<file path="src/rtl/tls_pkg.sv">
package tls_pkg;

    typedef enum logic [1:0] {
        CUR_NONE  = 2'd0,
        CUR_MKEY  = 2'd1,
        CUR_HSOFF = 2'd2,
        CUR_CKEY  = 2'd3
    } cur_e;

    // Full decode of one key code
    typedef struct packed {
        logic       ok;
        logic       tone;
        logic [4:0] idx;
        logic       id;
        cur_e       cur;
    } key_info_t;

    // Part of the decode kept for the key in flight
    typedef struct packed {
        logic tone;
        logic id;
        cur_e cur;
    } act_t;

    // Tone frequency in Hz for digit index 0..19
    function automatic int unsigned tone_hz(int unsigned idx);
        case (idx)
            10: return 400;
            11: return 2600;
            12: return 450;
            13: return 2900;
            14: return 600;
            15: return 3200;
            16: return 800;
            17: return 3600;
            18: return 1000;
            19: return 4000;
            default: return 500 + 200 * idx;
        endcase
    endfunction

endpackage

</file>
<file path="src/rtl/tls_key_decode.sv">
module tls_key_decode
    import tls_pkg::*;
(
    input  logic [6:0] code_i,
    output key_info_t  info_o
);
    logic [1:0] grp;
    logic [4:0] low;

    assign grp = code_i[6:5];
    assign low = code_i[4:0];

    always_comb begin
        info_o      = '0;
        info_o.ok   = (grp != 2'd3);
        info_o.idx  = low;
        info_o.tone = (low < 5'd20);
        info_o.id   = (low <= 5'd20);
        if (low == 5'd31) begin
            info_o.cur = CUR_CKEY;
        end else begin
            case (grp)
                2'd1:    info_o.cur = CUR_MKEY;
                2'd2:    info_o.cur = CUR_HSOFF;
                default: info_o.cur = CUR_NONE;
            endcase
        end
    end

endmodule

</file>
<file path="src/rtl/tls_half_lut.sv">
module tls_half_lut #(
    parameter int unsigned CLK_HZ = 100_000,
    parameter int unsigned HALF_W = 8
) (
    input  logic [4:0]        idx_i,
    output logic [HALF_W-1:0] half_o
);
    logic [HALF_W-1:0] lut [32];

    // Entries are constants computed at elaboration from the clock rate
    for (genvar g = 0; g < 32; g++) begin : g_ent
        if (g < 20) begin : g_tone
            assign lut[g] = HALF_W'(CLK_HZ / (2 * tls_pkg::tone_hz(g)));
        end else begin : g_none
            assign lut[g] = '0;
        end
    end

    assign half_o = lut[idx_i];

endmodule

</file>
<file path="src/rtl/tls_tone_gen.sv">
module tls_tone_gen #(
    parameter int unsigned HALF_W = 8
) (
    input  logic              clk_i,
    input  logic              rst_ni,
    input  logic              restart_i,
    input  logic              run_i,
    input  logic [HALF_W-1:0] half_i,
    output logic              phase_o
);
    localparam logic [HALF_W-1:0] ONE = HALF_W'(1);

    typedef struct packed {
        logic [HALF_W-1:0] cnt;
        logic [HALF_W-1:0] half;
        logic              ph;
    } tg_st_t;

    tg_st_t st_d, st_q;

    always_comb begin
        st_d = st_q;
        if (restart_i) begin
            st_d.half = half_i;
            st_d.cnt  = half_i - ONE;
            st_d.ph   = 1'b1;
        end else if (run_i) begin
            if (st_q.cnt == '0) begin
                st_d.ph  = ~st_q.ph;
                st_d.cnt = st_q.half - ONE;
            end else begin
                st_d.cnt = st_q.cnt - ONE;
            end
        end
    end

    always_ff @(posedge clk_i or negedge rst_ni) begin
        if (!rst_ni) st_q <= '0;
        else         st_q <= st_d;
    end

    assign phase_o = st_q.ph;

endmodule

</file>
<file path="src/rtl/tls_signaller.sv">
module tls_signaller
    import tls_pkg::*;
#(
    parameter int unsigned CLK_HZ   = 100_000,
    parameter int unsigned HOLD_MS  = 5,
    parameter int unsigned BOOST_MS = 1
) (
    input  logic       clk_i,
    input  logic       rst_ni,
    input  logic       key_strobe_i,
    input  logic [6:0] key_code_i,
    input  logic       key_down_i,
    input  logic       display_mode_i,
    input  logic       private_sw_i,
    output logic       tone_o,
    output logic       id_ctl_o,
    output logic       hs_cur_n_o,
    output logic       m_cur_o,
    output logic       c_cur_o
);
    localparam int unsigned HOLD_CYC  = CLK_HZ / 1000 * HOLD_MS;
    localparam int unsigned BOOST_CYC = CLK_HZ / 1000 * BOOST_MS;
    localparam int unsigned HALF_W    = $clog2(CLK_HZ / 800 + 1);
    localparam int unsigned HOLD_W    = $clog2(HOLD_CYC + 1);
    localparam int unsigned BOOST_W   = $clog2(BOOST_CYC + 1);

    typedef struct packed {
        logic               busy;
        act_t               act;
        logic [HOLD_W-1:0]  hold;
        logic [BOOST_W-1:0] boost;
        logic               pend_v;
        logic [6:0]         pend_code;
    } sig_st_t;

    sig_st_t st_d, st_q;

    logic              ending, can_launch, new_ok;
    logic              use_pend, use_new, launch;
    logic [6:0]        src_code;
    key_info_t         src_info;
    logic [HALF_W-1:0] src_half;
    logic              tone_ph;

    // The queued key, when present, has priority over a fresh strobe
    assign src_code = st_q.pend_v ? st_q.pend_code : key_code_i;

    tls_key_decode i_dec (
        .code_i (src_code),
        .info_o (src_info)
    );

    tls_half_lut #(
        .CLK_HZ (CLK_HZ),
        .HALF_W (HALF_W)
    ) i_lut (
        .idx_i  (src_info.idx),
        .half_o (src_half)
    );

    tls_tone_gen #(
        .HALF_W (HALF_W)
    ) i_tone (
        .clk_i     (clk_i),
        .rst_ni    (rst_ni),
        .restart_i (launch),
        .run_i     (st_q.busy && st_q.act.tone),
        .half_i    (src_half),
        .phase_o   (tone_ph)
    );

    always_comb begin
        ending     = st_q.busy && (st_q.hold == '0) && !key_down_i;
        can_launch = !st_q.busy || ending;
        new_ok     = key_strobe_i && (key_code_i[6:5] != 2'b11);
        use_pend   = can_launch && st_q.pend_v;
        use_new    = can_launch && !st_q.pend_v && key_strobe_i && src_info.ok;
        launch     = use_pend || use_new;

        st_d = st_q;
        if (st_q.busy) begin
            if (st_q.hold != '0)  st_d.hold  = st_q.hold - HOLD_W'(1);
            if (st_q.boost != '0) st_d.boost = st_q.boost - BOOST_W'(1);
        end
        if (ending && !launch) begin
            st_d.busy = 1'b0;
        end
        if (launch) begin
            st_d.busy     = 1'b1;
            st_d.act.tone = src_info.tone;
            st_d.act.id   = src_info.id;
            st_d.act.cur  = src_info.cur;
            st_d.hold     = HOLD_W'(HOLD_CYC - 1);
            st_d.boost    = (src_info.cur == CUR_MKEY) ? BOOST_W'(BOOST_CYC) : '0;
        end
        if (use_pend) begin
            st_d.pend_v = 1'b0;
        end
        // Fill the slot only when it is free after this cycle
        if (new_ok && !use_new && (!st_q.pend_v || use_pend)) begin
            st_d.pend_v    = 1'b1;
            st_d.pend_code = key_code_i;
        end
    end

    always_ff @(posedge clk_i or negedge rst_ni) begin
        if (!rst_ni) st_q <= '0;
        else         st_q <= st_d;
    end

    assign tone_o     = st_q.busy ? (st_q.act.tone && tone_ph)
                                  : (display_mode_i && private_sw_i);
    assign id_ctl_o   = st_q.busy && st_q.act.id;
    assign hs_cur_n_o = !(st_q.busy && (st_q.act.cur == CUR_HSOFF));
    assign m_cur_o    = st_q.busy && (st_q.act.cur == CUR_MKEY);
    assign c_cur_o    = st_q.busy && ((st_q.act.cur == CUR_CKEY) || (st_q.boost != '0));

endmodule

</file>
<file path="config.mk">
export PLATFORM = sky130hd
export DESIGN_NAME = tls_signaller
export DESIGN_NICKNAME = d
export VERILOG_FILES = /design/src/rtl/tls_pkg.sv /design/src/rtl/tls_key_decode.sv /design/src/rtl/tls_half_lut.sv /design/src/rtl/tls_tone_gen.sv /design/src/rtl/tls_signaller.sv
export SDC_FILE = /design/constraint.sdc
export NUM_CORES = 1
export LEC_CHECK = 0
export BUFFER_PORTS_ARGS = -buffer_cell sky130_fd_sc_hd__buf_2
export CELL_PAD_IN_SITES_DETAIL_PLACEMENT = 0
export CELL_PAD_IN_SITES_GLOBAL_PLACEMENT = 1
export CORE_ASPECT_RATIO = 1.75
export CORE_MARGIN = 5
export CORE_UTILIZATION = 40
export CTS_CLUSTER_DIAMETER = 50
export DETAILED_ROUTE_END_ITERATION = 6
export GPL_TIMING_DRIVEN = 1
export PLACE_DENSITY_LB_ADDON = 0.1
export SETUP_SLACK_MARGIN = 0.4
export SYNTH_ARGS = -nofsm -noshare
export SYNTH_HDL_FRONTEND = slang
export SYNTH_SLANG_ARGS = --single-unit
export TNS_END_PERCENT = 1
</file>
<file path="constraint.sdc">
create_clock -name clk_i -period 3.4 [get_ports clk_i]
set_clock_uncertainty 0.2 [all_clocks]
set_input_delay 0.68 -clock clk_i [delete_from_list [all_inputs] [get_ports clk_i]]
set_output_delay 0.68 -clock clk_i [all_outputs]
set_load 0.02 [all_outputs]
</file>
# Word-level counts from Yosys, hierarchy flattened
# Memories as Yosys holds them, arrays and structs flattened.
# Cells that the tools add are included.
# Widths: inputs -> output; s select.
[word_totals]
ramBits = 0
in_bits = 13
word_cells = 92
output_inout_bits = 5
register_bits = 44
mem_count = 1
latch_bits = 0
mem_bits_ro = 224
[op_classes]
reduce_logical = 41
shift = 0
mux = 20
multipliers = 0
div_mod_pow = 0
add_sub_neg = 5
n_eq_ne = 9
n_lt_le_gt_ge = 3
bitwise_logic = 2
[mem_list]
columns = ["name", "words", "word_bits", "read_ports", "rd_clocked_by_memory_dff", "write_ports", "line_no", "rtl"]
rows = [
  ["(no name shown)", 32, 7, 1, 0, 0, "tls_half_lut.sv:19", "assign half_o = lut[idx_i];"],
]
[ops]
columns = ["op", "n"]
rows = [
  ["$mux 7", 8],
  ["$sub 7x1->7 const B", 4],
  ["$mux 21", 1],
  ["$logic_and 1x1->1", 17],
  ["$mux 16", 1],
  ["$reduce_bool 2->1", 7],
  ["$logic_not 9->1", 1],
  ["$mux 9", 1],
  ["$reduce_bool 9->1", 1],
  ["$sub 9x1->9 const B", 1],
  ["$mux 8", 1],
  ["$logic_not 7->1", 1],
  ["$reduce_bool 7->1", 1],
  ["$eq 2x1->1 const B", 3],
  ["$eq 2x2->1 const B", 3],
  ["$ge 6x6->1 const B", 1],
  ["$logic_not 1->1", 6],
  ["$mux 1", 6],
  ["$not 5->6", 1],
  ["$reduce_and 2->1", 3],
  ["$eq 5x5->1 const B", 1],
  ["$le 5x5->1 const B", 1],
  ["$lt 5x5->1 const B", 1],
  ["$logic_or 1x1->1", 4],
  ["4 further kinds", 5],
]

# Depth between registers and ports, before layout
# Gate-level depths: netlist of run 1.
[logic_depth]
word_depth = 12
depth_mapped = 13
depth_no_buf = 12

# Modules after synthesis
# Synthesis of run 1 repeated with hierarchy kept, for this count alone.
[hier_totals]
cells_unflattened = 321
area_unflattened_um2 = 3070.4
[modules_own_cells]
columns = ["module", "seq_area_each_um2", "area_per_inst_um2", "n_inst", "cells_per_inst"]
rows = [
  ["tls_signaller", 725.7, 1639.1, 1, 148],
  ["tls_tone_gen", 375.4, 939.7, 1, 104],
  ["tls_half_lut", 0.0, 392.9, 1, 55],
  ["tls_key_decode", 0.0, 98.8, 1, 14],
]

# Worst setup path before layout of run 1
# Ideal clock, no wire load.
[synth_timing]
path_kind = "register to register"
from = "reg st_q[7] in the netlist's numbering"
to = "reg i_tone.st_q[14] in the netlist's numbering"
path_stages_with_launch = 14
period_less_slack_ns = 3.207
arrival_time_ns = 2.925
n_path_buf = 2
setup_time_ns = 0.082
required_ns = 3.118
setup_slack_ns = 0.193
path_cell_list = "dfrtp_1 -> buf_4 -> buf_2 -> mux2i_1 -> ha_1 -> a21oi_1 -> o221ai_1 -> or2_2 -> nand2_1 -> ha_1 -> inv_1 -> nor2_1 -> or4b_1 -> a31oi_1"
[synth_via]
elab_chain_len = 7
elab_cells_between_ends = 15
classes_between = "1 x add/sub; 1 x eq/ne; 4 x mux; 1 x bitwise; 7 x reduce/logical; 1 x memory"
[synth_lines]
columns = ["item", "line_no", "rtl"]
rows = [
  ["start: declaration", "tls_signaller.sv:36", "sig_st_t st_d, st_q;"],
  ["start signal: assignment", "tls_signaller.sv:108", "else st_q <= st_d;"],
  ["$mux 7", "tls_signaller.sv:46", "assign src_code = st_q.pend_v ? st_q.pend_code : key_code_i;"],
  ["$not 5->6 (implied by the code)", "tls_half_lut.sv:19", ""],
  ["$mem_v2 32x7", "n/a", ""],
  ["$mux 7 (implied by the code) (2 in series)", "tls_half_lut.sv:19", ""],
  ["$sub 7x1->7", "tls_tone_gen.sv:25", "st_d.cnt = half_i - ONE;"],
  ["$mux 7", "tls_tone_gen.sv:23", "if (restart_i) begin"],
  ["end signal: assignment", "tls_tone_gen.sv:39", "else st_q <= st_d;"],
  ["end: declaration", "tls_tone_gen.sv:19", "tg_st_t st_d, st_q;"],
]
# Several ways; a longest one is shown, not always the timed one. The select of a mux whose other input is x is not followed.
# A chain may end at the register's enable or synchronous reset.

# Worst setup path after layout of run 1
[layout_timing]
from = "reg st_q[15] in the netlist's numbering"
to = "reg i_tone.st_q[14] in the netlist's numbering"
[layout_via]
elab_chain_len = 9
elab_cells_between_ends = 11
classes_between = "1 x mux; 10 x reduce/logical"
[layout_lines]
columns = ["item", "line_no", "rtl"]
rows = [
  ["$logic_not 9->1 (*)", "tls_signaller.sv:73", "ending = st_q.busy && (st_q.hold == '0) && !key_down_i;"],
  ["$logic_and 1x1->1 (*) (2 in series)", "tls_signaller.sv:73", ""],
  ["$logic_or 1x1->1 (*)", "tls_signaller.sv:74", "can_launch = !st_q.busy || ending;"],
  ["$logic_and 1x1->1 (3 in series)", "tls_signaller.sv:77", "use_new = can_launch && !st_q.pend_v && key_strobe_i && src_info.ok;"],
  ["$logic_or 1x1->1 (*)", "tls_signaller.sv:78", "launch = use_pend || use_new;"],
  ["$mux 7 / $reduce_bool 2->1 (equally long branches)", "n/a", ""],
]
# Mark *: on every way between the ends. The rest lies on a longest branch, timed or not.

==> metrics.md, run 1 <==
| Metric | Value |
|---|---|
| Top_reg_cell synth | dfrtp_1 |
| Post-Synth Adder-Cell Area | 0.0449 |
| Clk pwr share | 0.140 |
| Worst-path fanout max | 4 |
| Core area | 0.00681 mm^2 |
| Root Buffer | clkbuf_16 |
| Routability cong. | 0.841 |
| Syn_area_per_cell | 9.13 um^2 |
| Setup crit end kind | flop |
| CTS H-tree lvls | 2 |
| Layout fillers | 691 |
| HPWL Detailed | 5.27 mm |
| Largest family of logic cells by synthesized area | compound AO/OA/AOI/OAI gates |
| Hold Crit Class | flop to flop |
| P_sw | 1500 uW |
| Dpl cell area | 0.00309 mm^2 |
| Worst path buffer plus inverter count | 2 |
| Row count | 40 |
| Vias/cell | 5.58 |
| Crit start category | flop |
| Final period utilization | 0.885 |
| Setup ws final | 392 ps |
| Final ANT Viol Nets | 0 |
| Clock tree buffer depth | 2 |
| Io pins | 18 |
| Worst-Skew Late Latency | 280 ps |
| CTS tree | built |
| Critical path type | flop to flop |
| WHS Path Cells | 2 |
| Endpoint with the worst hold slack | i_tone.st_q[7]$_DFFE_PN0N_ |
| Multiplexer area fraction after synthesis | 0.0665 |
| Logic pwr share | 0.561 |
| Port Buffer Count | 17 |
| ANT cells | 0 |
| Number of vias in the routed layout | 2395 |
| Hold path start | i_tone.st_q[7]$_DFFE_PN0N_ |
| CP max stage delay | 480 ps |
| Leading post-synthesis cells by cell area | dfrtp_1 (40%), nand2_1 (4.7%), ha_1 (4.5%), nor2_1 (4.4%), mux2_2 (3.6%) |
| Sink Count | 44 |
| Final instance area | 0.00341 mm^2 |
| First-pass iteration count of the detailed router | 4 |
| Count of cell types in the netlist | 65 |
| Switching share of total power | 0.430 |
| Critical R2R Launch | st_q[15]$_DFFE_PN0P_ |
| Largest net degree at the start of global routing | 45 |
| Compound-Gate Fraction of Synth Area | 0.222 |
| P_int | 1990 uW |
| Die height | 120 um |
| Area share of the largest cell type after synthesis | 0.396 |
| Synth Net Count | 328 |
| Seq pwr share | 0.299 |
| Yosys warning count | 0 |
| Post-synth ARST share | 1.00 |
| Clock-pin slew on the worst setup and hold paths | 60 ps |
| WL/cell | 16.9 um |
| Slew Viols, Final | 0 |
| Critical-path cell list | inv_2, ha_4, or4b_4, o21ai_4, o311ai_4, a21o_1, nand2_1, ha_2, inv_2, nor2_2, or4b_4, a31oi_1 |
| VDD IR-drop max | 0.547 mV |
| Leading area contributor after synthesis | dfrtp_1 |
| Initial antenna violation count | 0 |
| Initial drt markers | 97 |
| Tmin final | 3010 ps |
| Status | complete, no violations |
| Most frequent cells in the layout | dfrtp_1 (43), nand2_1 (33), nor2_1 (32) |
| # setup viols final | 0 |
| Post-synthesis sequential area ratio | 0.396 |
| Number of remaining DRC errors | 0 |
| Setup tns final | 0 ps |
| Total grt overflow | 0 |
| Hold Violations, Final | 0 |
| Slew of the pin with the lowest slew margin | 1040 ps |
| Initial Util | 0.409 |
| Max transition margin | 0.309 |
| Post-synthesis register bit count | 44 |
| DRT Wirelength | 7.25 mm |
| R2r setup slk | 390 ps |
| Share of cells above drive strength 1 | 0.270 |
| Worst reg2reg path depth | 12 |
| Unrepaired setup endpoints after global routing | yes |
| Layout net count | 367 |
| CP delay by family, top | simple AND/OR/NAND/NOR gates |
| Slowest cell on crit path | or4b_4 |
| Num CTS Buffers | 5 |
| Leakage | 0.00145 uW |
| First-pass GRT wire length | 12.1 mm |
| Max-cap violations | 0 |
| Area of the die | 0.00879 mm^2 |
| XOR/XNOR share of the synthesized area | 0.0315 |
| Post-synthesis simple-gate area fraction | 0.206 |
| Reg2reg end | i_tone.st_q[14]$_DFFE_PN0P_ |
| Area grow syn2layout | 22.3% |
| Number of global-route vias before repair | 2372 |
| Placement Setup Slack | 29.8 ps |
| Fmax | 332 MHz |
| Crit path arrival time | 3010 ps |
| Cells after synthesis | 305 |
| Chip width | 73.1 um |
| PD cells | 1020 mW/mm^2 |
| Post-synth EDFFs | 0 |
| Crit path required time | 3410 ps |
| Total GRT Usage | 0.177 |
| Commonest non-fill, non-tap cell in the layout | dfrtp_1 |
| Synth Cell Area | 0.00278 mm^2 |
[cell usage after synthesis (3+ instances only)]
| master | count |
|---|---|
| nor2_1 | 33 |
| o31ai_1 | 5 |
| o21ai_0 | 15 |
| dfrtp_1 | 44 |
| or3_1 | 3 |
| nor3b_1 | 3 |
| a21o_1 | 3 |
| o21a_1 | 4 |
| inv_1 | 10 |
| nand3_1 | 10 |
| a21oi_1 | 18 |
| a211oi_1 | 5 |
| xnor2_1 | 8 |
| a31oi_1 | 6 |
| clkbuf_1 | 8 |
| ha_1 | 10 |
| and3_1 | 3 |
| nor4_1 | 4 |
| nand2b_1 | 4 |
| nand2_1 | 35 |
| mux2_2 | 9 |
| mux2i_1 | 7 |
[tightest hold or removal path, cell delays in order (launching register included)]
cell and delay, ps:
dfrtp_1 340, nand2_1 50, nand2_1 50
[layer usage]
layer / wire length (um) / global-route usage
met1: 2930 / 0.212
met2: 3980 / 0.314
met3: 129 / 0.0200
met4: 213 / 0.0658
met5: 0 / 0
[power groups by stage]
stage | Combinational, uW | Sequential (uW) | Clock, uW
2_1_floorplan | 1340 | 953 | 0
3_3_place_gp | 1750 | 1040 | 0
3_5_place_dp | 1760 | 1050 | 0
4_1_cts | 1880 | 1040 | 503
5_1_grt | 2160 | 1090 | 528
6_report | 1960 | 1040 | 488
[timing repair]
action,4_1_cts,5_1_grt
pin swaps,4,6
setup endpoints to repair,5,13
gates resized for setup,13,9
hold buffers,0,0
setup buffers,7,5
[per-stage QoR]
step	hold WS [ps]	util	power, uW	instances
after CTS	284	0.489	3420	424
after global placement	271	0.453	2790	409
after detailed placement	268	0.453	2810	409
after floorplan	184	-	2290	305
after global routing	320	0.500	3770	429
final	280	0.500	3490	429
[area by class of cell]
type | instances | area [um^2] | share of cell area
Timing Repair Buffer | 44 | 300 | 0.0882
Multi-Input combinational cell | 237 | 1710 | 0.501
Inverter | 12 | 45.0 | 0.0132
Clock buffer | 8 | 146 | 0.0430
Tap cell | 84 | 105 | 0.0309
Sequential cell | 44 | 1100 | 0.324
[sequential cells by signal, summed over array words and instances (netlist names)]
| signal | flops |
|---|---|
| st_q | 29 |
| i_tone.st_q | 14 |
| i_tone.phase_o | 1 |
[worst max-delay path by stage]
stage / from / to / slack, ps / cells past startpoint
floorplan: st_q[16]$_DFFE_PN0P_ / i_tone.st_q[14]$_DFFE_PN0P_ / 410 / 12
global placement: key_code_i[1] / i_tone.st_q[14]$_DFFE_PN0P_ / 80 / 12
detailed placement: key_code_i[1] / i_tone.st_q[14]$_DFFE_PN0P_ / 30 / 12
CTS: st_q[7]$_DFFE_PN0P_ / i_tone.st_q[10]$_DFFE_PN0P_ / 390 / 8
global route: st_q[15]$_DFFE_PN0P_ / i_tone.st_q[14]$_DFFE_PN0P_ / 250 / 12
finish: st_q[15]$_DFFE_PN0P_ / i_tone.st_q[14]$_DFFE_PN0P_ / 390 / 12
[logic make-up (layout without fill, tap and decap cells)]
logic type / Yosys count / count (layout)
compound gates: 85 / 85
xor+xnor: 10 / 10
fa+ha+maj: 10 / 10
buf+inv: 24 / 64
flops: 44 / 44
mux: 17 / 17
simple gates: 115 / 115
(Power assumes the default switching activity.)
==> run 2: changes to the inputs <==
Settings changed: CORE_MARGIN 5 to 3.
==> metrics.md, run 2 (same netlist as run 1, synthesis figures left out) <==
| Metric | Value |
|---|---|
| Status | complete, no violations |
| Seq pwr share | 0.293 (-0.006) |
| Core area | 0.00664 mm^2 (-2.5%) |
| Number of remaining DRC errors | 0 (unchanged) |
| Logic pwr share | 0.567 (+0.006) |
| DRT Wirelength | 7.45 mm (+2.7%) |
| Hold Crit Class | flop to flop |
| Clock tree buffer depth | 2 (unchanged) |
| Crit start category | flop |
| CP max stage delay | 480 ps (about the same) |
| # setup viols final | 0 (unchanged) |
| Initial drt markers | 82 (-15%) |
| Initial antenna violation count | 0 (unchanged) |
| Total grt overflow | 0 (unchanged) |
| P_int | 2060 uW (+3.8%) |
| Sink Count | 44 (unchanged) |
| Largest net degree at the start of global routing | 45 (unchanged) |
| Total GRT Usage | 0.195 (+0.0186) |
| Max-cap violations | 0 (unchanged) |
| Fmax | 338 MHz (+1.6%) |
| Num CTS Buffers | 5 (unchanged) |
| Vias/cell | 5.63 (+0.82%) |
| Slew of the pin with the lowest slew margin | 1020 ps (-14.7 ps) |
| CP delay by family, top | buffers and inverters |
| P_sw | 1520 uW (+1.4%) |
| Critical path type | flop to flop |
| Clock-pin slew on the worst setup and hold paths | 60 ps (about the same) |
| Max transition margin | 0.319 (+0.00981) |
| Port Buffer Count | 17 (unchanged) |
| Hold Violations, Final | 0 (unchanged) |
| Reg with most FFs | st_q |
| Setup crit end kind | flop |
| Initial Util | 0.419 (+0.0105) |
| Tmin final | 2960 ps (-46.5 ps) |
| Critical-path cell list | buf_8, mux2_2, buf_4, nand2_1, o221ai_1, a21o_1, buf_4, buf_4, o31a_1, or4_1, nand3_1 |
| Leakage | 0.00151 uW (+4.4%) |
| Share of cells above drive strength 1 | 0.288 (+0.0186) |
| Layout net count | 377 (+2.7%) |
| Commonest non-fill, non-tap cell in the layout | dfrtp_1 |
| Unrepaired setup endpoints after global routing | yes |
| HPWL Detailed | 5.37 mm (+1.9%) |
| Number of global-route vias before repair | 2482 (+4.6%) |
| Most frequent cells in the layout | dfrtp_1 (43), nor2_1 (33), buf_4 (33) |
| Crit path arrival time | 2980 ps (-30 ps) |
| First-pass GRT wire length | 12.4 mm (+2.5%) |
| Area of the die | 0.00804 mm^2 (-8.6%) |
| Worst path buffer plus inverter count | 4 (+2) |
| Final ANT Viol Nets | 0 (unchanged) |
| ANT cells | 0 (unchanged) |
| WL/cell | 17.1 um (+1.1%) |
| Setup tns final | 0 ps (unchanged) |
| Final period utilization | 0.871 (-0.0137) |
| Slew Viols, Final | 0 (unchanged) |
| Slowest cell on crit path | dfrtp_2 |
| PD cells | 1020 mW/mm^2 (-0.15%) |
| Most common cell on crit path | buf_4 |
| Routability cong. | 0.822 (-2.2%) |
| Post-Route Utilization | 0.528 (+0.0279) |
| CTS tree | built |
| Largest register FFs | 29 (unchanged) |
| Switching share of total power | 0.424 (-0.00576) |
| VDD IR-drop max | 0.661 mV (+21%) |
| Hold WS | 295 ps (+14.9 ps) |
| Worst-path fanout max | 13 (+9) |
| Number of vias in the routed layout | 2454 (+2.5%) |
| Io pins | 18 (unchanged) |
| Die height | 116 um (-3.3%) |
| First-pass iteration count of the detailed router | 4 (unchanged) |
| Area grow syn2layout | 25.9% |
| Chip width | 69.1 um (-5.5%) |
| Root Buffer | clkbuf_16 |
| Power, Total | 3580 uW (+2.8%) |
| Row count | 39 (-2.5%) |
| Clk pwr share | 0.140 (about the same) |
| CTS H-tree lvls | 2 (unchanged) |
| Crit path required time | 3420 ps (about the same) |
| Worst-Skew Late Latency | 280 ps (about the same) |
## run 2: layout make-up
type | instances | area (um^2)
Clock buffer | 7 | 153
Fill cell | 672 | 3130
Inverter | 12 | 45.0
Multi-Input combinational cell | 237 | 1700
Sequential cell | 44 | 1100
Tap cell | 82 | 103
Timing Repair Buffer | 54 | 404
## run 2: layer usage
metal | global-route usage | part of all wire | wire, um
met1 | 0.206 | 0.39 | 2880
met2 | 0.389 | 0.57 | 4250
met3 | 0.0267 | 0.023 | 175
met4 | 0.0704 | 0.020 | 146
met5 | 0 | 0 | 0
## run 2: repair_timing
item	in CTS	in global routing
pin swaps	5	9
gates resized for setup	7	13
gates cloned	0	1
hold buffers	0	0
setup buffers	12	7
endpoints found under the setup margin	5	11
## run 2: stage by stage
step           std cells  setup slack, ps  area, um^2
3_3_place_gp         409              115        3110
6_report             436              438        3510
2_1_floorplan        305              411        2840
5_1_grt              436              317        3510
3_5_place_dp         409             93.6        3110
4_1_cts              428              396        3370
## run 2: final timing paths
check	startpoint	end	slack, ps	cells past startpoint
worst max-delay path	st_q[7]$_DFFE_PN0P_	i_tone.st_q[13]$_DFFE_PN0P_	440	11
worst min-delay path	i_tone.st_q[7]$_DFFE_PN0N_	i_tone.st_q[7]$_DFFE_PN0N_	290	2
worst max register to register	st_q[7]$_DFFE_PN0P_	i_tone.st_q[13]$_DFFE_PN0P_	440	11
worst min register to register	i_tone.st_q[7]$_DFFE_PN0N_	i_tone.st_q[7]$_DFFE_PN0N_	290	2
max in group asynchronous	rst_ni	st_q[7]$_DFFE_PN0P_	1930	1
min in group asynchronous	rst_ni	st_q[11]$_DFFE_PN0P_	370	1
## run 2: power groups by stage
stage	combinational [uW]	clock, uW	sequential [uW]
6_report	2030	502	1050
5_1_grt	2260	540	1090
4_1_cts	1910	520	1050
3_5_place_dp	1780	0	1060
3_3_place_gp	1770	0	1050
2_1_floorplan	1340	0	953
## run 2: worst reg2reg max path: cells and delay by family, from the launching register on
family / cells / cell delay (ps)
simple gates: 3 / 580
flops: 1 / 480
buf+inv: 4 / 620
compound gates: 3 / 630
mux: 1 / 390
